[src/rtl/supxm_pkg.sv]
package supxm_pkg;
   typedef enum logic [1:0] {
      ZN_LOW  = 2'd0,
      ZN_MID  = 2'd1,
      ZN_HIGH = 2'd2
   } zone_e;

   localparam int EM_UP_BIT = 0;
   localparam int EM_DN_BIT = 1;
endpackage

[src/rtl/supxm_zone.sv]
module supxm_zone
   import supxm_pkg::*;
#(
   parameter int W = 10
) (
   input  logic [W-1:0] code,
   input  logic [W-1:0] lim_lo,
   input  logic [W-1:0] lim_hi,
   output zone_e        zone,
   output logic         bad_cfg
);
   always_comb begin
      if (code >= lim_hi)      zone = ZN_HIGH;
      else if (code >= lim_lo) zone = ZN_MID;
      else                     zone = ZN_LOW;
   end

   assign bad_cfg = (lim_hi < lim_lo);
endmodule

[src/rtl/supxm_chan.sv]
module supxm_chan
   import supxm_pkg::*;
(
   input  logic       clk,
   input  logic       rst_n,
   input  logic       take,
   input  logic       first,
   input  zone_e      zone_new,
   input  logic [1:0] mode,
   input  logic       rd_clr,
   output zone_e      zone_q,
   output logic       stat_q
);
   logic went_up, went_dn, evt;

   always_comb begin
      went_up = (zone_new > zone_q);
      went_dn = (zone_new < zone_q);
      evt     = take & (first | (mode[EM_UP_BIT] & went_up) | (mode[EM_DN_BIT] & went_dn));
   end

   always_ff @(posedge clk or negedge rst_n) begin
      if (!rst_n) begin
         zone_q <= ZN_LOW;
         stat_q <= 1'b0;
      end else begin
         if (take) zone_q <= zone_new;
         if (evt)         stat_q <= 1'b1;
         else if (rd_clr) stat_q <= 1'b0;
      end
   end
endmodule

[src/rtl/supply_xing_irq.sv]
module supply_xing_irq
   import supxm_pkg::*;
#(
   parameter int W   = 10,
   parameter int NCH = 2
) (
   input  logic             clk,
   input  logic             rst_n,
   input  logic             meas_en,
   input  logic             range_wide,
   input  logic             smp_valid,
   input  logic [W-1:0]     smp_code,
   input  logic             rd_clr,
   input  logic [NCH*W-1:0] thr_a,
   input  logic [NCH*W-1:0] thr_b,
   input  logic [2*NCH-1:0] edge_mode,
   input  logic [NCH-1:0]   pin_en,
   output logic [W-1:0]     result_code,
   output logic             range_q,
   output logic [2*NCH-1:0] zone,
   output logic [NCH-1:0]   irq_stat,
   output logic             irq_n,
   output logic             stat_flag,
   output logic             cfg_err
);
   localparam int ZW = 2 * NCH;

   initial begin
      assert (W >= 2 && W <= 16) else $error("supply_xing_irq: W out of range");
      assert (NCH >= 1 && NCH <= 8) else $error("supply_xing_irq: NCH out of range");
   end

   logic           take;
   logic           first_seen;
   logic           boot_pend;
   logic [NCH-1:0] bad_vec;
   logic [ZW-1:0]  zone_flat;

   assign take = meas_en & smp_valid;

   for (genvar c = 0; c < NCH; c++) begin : g_ch
      zone_e zn_new;
      zone_e zn_q;

      supxm_zone #(.W(W)) u_zone (
         .code    (smp_code),
         .lim_lo  (thr_a[c*W +: W]),
         .lim_hi  (thr_b[c*W +: W]),
         .zone    (zn_new),
         .bad_cfg (bad_vec[c])
      );

      supxm_chan u_chan (
         .clk      (clk),
         .rst_n    (rst_n),
         .take     (take),
         .first    (~first_seen),
         .zone_new (zn_new),
         .mode     (edge_mode[2*c +: 2]),
         .rd_clr   (rd_clr),
         .zone_q   (zn_q),
         .stat_q   (irq_stat[c])
      );

      assign zone_flat[2*c +: 2] = zn_q;
   end

   always_ff @(posedge clk or negedge rst_n) begin
      if (!rst_n) begin
         result_code <= '0;
         range_q     <= 1'b0;
         first_seen  <= 1'b0;
         boot_pend   <= 1'b0;
      end else begin
         if (take) begin
            result_code <= smp_code;
            range_q     <= range_wide;
         end
         if (!meas_en)  first_seen <= 1'b0;
         else if (take) first_seen <= 1'b1;
         if (take && !first_seen) boot_pend <= 1'b1;
         else if (rd_clr)         boot_pend <= 1'b0;
      end
   end

   assign zone      = zone_flat;
   assign irq_n     = ~(boot_pend | (|(irq_stat & pin_en)));
   assign stat_flag = |irq_stat;
   assign cfg_err   = |bad_vec;
endmodule


[config.mk]
export PLATFORM = sky130hd
export DESIGN_NAME = supply_xing_irq
export DESIGN_NICKNAME = d
export VERILOG_FILES = /design/src/rtl/supxm_pkg.sv /design/src/rtl/supxm_zone.sv /design/src/rtl/supxm_chan.sv /design/src/rtl/supply_xing_irq.sv
export SDC_FILE = /design/constraint.sdc
export NUM_CORES = 1
export LEC_CHECK = 0
export BUFFER_PORTS_ARGS = -buffer_cell sky130_fd_sc_hd__buf_2
export CAP_MARGIN = 30
export CORE_AREA = 8 8 63 118
export DETAILED_ROUTE_END_ITERATION = 8
export DIE_AREA = 0 0 71 126
export GPL_TIMING_DRIVEN = 1
export SYNTH_ARGS = -nofsm -noshare
export SYNTH_HDL_FRONTEND = slang
export SYNTH_SLANG_ARGS = --single-unit
[constraint.sdc]
create_clock -name clk -period 1.65 [get_ports clk]
set_clock_uncertainty 0.15 [all_clocks]
set_input_delay 0 -clock clk [delete_from_list [all_inputs] [get_ports clk]]
set_output_delay 0 -clock clk [all_outputs]
set_load 0.02 [all_outputs]
==> results_dict.tcl <==
set metrics [dict create \
    netlist_area_um2 2270 \
    die_w_um 71 \
    drive_above_1_share 0.567 \
    final_nets 513 \
    synth_fp_nets 365 \
    synthArstFlopShare 1.00 \
    die_y_um 126 \
    p_sw_frac 0.346 \
    path_class "in2reg" \
    drc 0 \
    cap_violations 0 \
    p_comb_frac 0.517 \
    dr.pass1.iters 4 \
    p_clk_frac 0.225 \
    internal-power_mw 1.44 \
    slew_viol_final 0 \
    grt_pass1_vias 2547 \
    tritoncts "built" \
    clk_latency_ps 250 \
    postLayoutSetupSlackWorst_ps -368 \
    grt_max_degree 20 \
    synth_area_per_cell_um2 9.42 \
    syn2layout_area_growth_pct 69.8 \
    h-tree-depth 1 \
    clockBufferDepth 2 \
    worst_ir_drop_vdd_v 0.000758 \
    syn_inst 241 \
    finalHoldViolCount 2 \
    cts_buffers 3 \
    gp_congestion 0.754 \
    cts.clk_slew.worst_paths_ps 50 \
    synth_flop_cell "dfrtp_1" \
    cellPowerDensity_nw_per_um2 572 \
    arrival_ps 2000 \
    period_share 1.22 \
    grt_usage 0.150 \
    slowest_delay_ps 350 \
    rsz0062_at_grt "true" \
    root_buffer "clkbuf_16" \
    antenna_left 0 \
    cp-end-kind "register" \
    crit_slowest_cell "nor4_4" \
    wl_per_cell_um 15.3 \
    n_antenna_cell 0 \
    hold_class "in2reg" \
    status "complete, but fails checks" \
    yosysSeqAreaShare 0.209 \
    drtIter0Drc 47 \
    die_area_um2 8950 \
    fin_util 0.653 \
    finalHoldWorstSlack_ps -189 \
    std_cell_rows 40 \
    worst_pin_slew_ps 439 \
    via_per_inst 5.02 \
    clock-sinks 19 \
    path_common_cell "ha_4" \
    core_area_um2 5910 \
    grt_pass1_wl_um 11100 \
    synth_cell_types 35 \
    dr_total_vias 2264 \
    synth-warning-count 0 \
    finalSetupViolations 2 \
    detailedPlace.worstSlack_ps -678 \
    crit_family "compound AO/OA/AOI/OAI gates" \
    cp_max_fo 4 \
    yosys_register_bits 19 \
    antenna_found_initial 0 \
    required_ps 1640 \
    hpwlAfterDp_um 5580 \
    max_clock_freq_ghz 0.496 \
    io_buffers 81 \
    p_seq_frac 0.258 \
    timing.slew.headroom 0.708 \
    fin_crit_ps 2020 \
    gr-total-overflow 0 \
    violations "negative hold slack, negative setup slack" \
    start_util 0.385 \
    num_io_pins 82 \
    path_cells "buf_2 > ha_4 > a211oi_2 > nor2_2 > nor4_4 > inv_1 > ha_4 > a21oi_4 > mux2i_1 > a21o_1 > o21ai_1" \
    total_power_mw 2.21 \
    leakage_nw 2.00 \
    crit_buf_inv 2 \
    synth-edff-count 0 \
    drt-total-wl_um 6900 \
    start_kind "input pin" \
    finalSetupTns_ps -565 \
    power_switching_mw 0.765 \
]
==> sequential cells by signal, indices dropped and copies added (netlist names) <==
register / flops
result_code: 10
boot_pend: 1
range_q: 1
g_ch.u_chan.stat_q: 2
g_ch.u_chan.zone_q: 4
first_seen: 1
==> per-layer routing <==
layer	vias up	share of wire	track usage
li1	1160	-	-
met1	1027	0.40	0.156
met5	-	0	0
met3	9	0.057	0.0461
met2	68	0.52	0.285
met4	0	0.015	0.0247
==> worst reg2reg max path, stage by stage, from the launching register on <==
cell and delay (ps):
dfrtp_1 390, inv_1 100, ha_4 210, a21oi_4 150, mux2i_1 210, a21o_1 130
o21ai_1 60
==> synth_stat cells (all sizes together) (4+ instances only) <==
cell type	count	area [µm²]
nand3	4	30.0
o21ai	13	65.1
nand2b	6	60.1
ha	62	776
a21oi	12	67.6
inv	46	173
mux2	10	113
dfrtp	19	475
a21o	10	75.1
nand2	10	37.5
nand4	6	37.5
buf	4	25.0
a211oi	8	80.1
nor2	6	22.5
==> placed cells by master, fill, tap and decap left out, types with 6 or more instances in the layout <==
| master | instances |
|---|---|
| dfrtp_1 | 19 |
| nand2_1 | 9 |
| dlygate4sd3_1 | 9 |
| inv_1 | 38 |
| buf_4 | 56 |
| mux2_2 | 10 |
| nand4_1 | 6 |
| o21ai_1 | 6 |
| ha_1 | 38 |
| buf_2 | 73 |
| a211oi_2 | 6 |
| ha_4 | 22 |
| a21o_1 | 10 |
| buf_6 | 6 |
==> cell families (layout without fill, tap and decap cells) <==
kind of cell,Yosys count,after routing,share of synthesized area
buf+inv,50,197,0.0871
simple gates,40,40,0.120
mux,12,12,0.0584
compound gates,58,58,0.184
fa+ha+maj,62,62,0.342
flops,19,19,0.209
==> power by group through the flow <==
stage	combinational, mW	sequential, mW	clock (mW)
after floorplan	0.502	0.643	0
after global routing	1.26	0.579	0.526
after global placement	0.933	0.575	0
final	1.14	0.570	0.496
after detailed placement	0.965	0.577	0
after CTS	1.06	0.569	0.507
==> path summary, 6_finish.rpt <==
check / from / endpoint / slack, ps / cells after the start
worst min register to register: result_code[0] / result_code[0] / 340 / 2
worst max register to register: g_ch[0].u_chan.zone_q[1] / g_ch[0].u_chan.stat_q / 130 / 6
worst min-delay path: rd_clr / g_ch[1].u_chan.stat_q / -190 / 2
max in group asynchronous: rst_n / result_code[8] / 970 / 2
worst max-delay path: smp_code[7] / g_ch[0].u_chan.stat_q / -370 / 11
min in group asynchronous: rst_n / result_code[0] / 70 / 2
==> final cells by class <==
class	instances	area, µm²
Fill cell	486	2050
Multi-Input combinational cell	172	2030
Timing Repair Buffer	147	988
Sequential cell	19	475
Inverter	46	200
Tap cell	63	78.8
Clock buffer	3	75.1
Clock inverter	1	5.00
==> stage by stage <==
step	cell area [µm²]	std cells
finish	3860	451
global route	3860	451
CTS	3690	447
detailed placement	3280	433
global placement	3280	433
floorplan	2430	241
==> what timing repair did <==
item,in CTS,in global routing
endpoints found under the hold margin,28,3
resized for setup,39,27
setup buffers,2,3
pin swaps,21,21
setup endpoints to repair,3,4
hold buffers,8,1
gates cloned,0,0
Power figures use the tool's default switching activity.
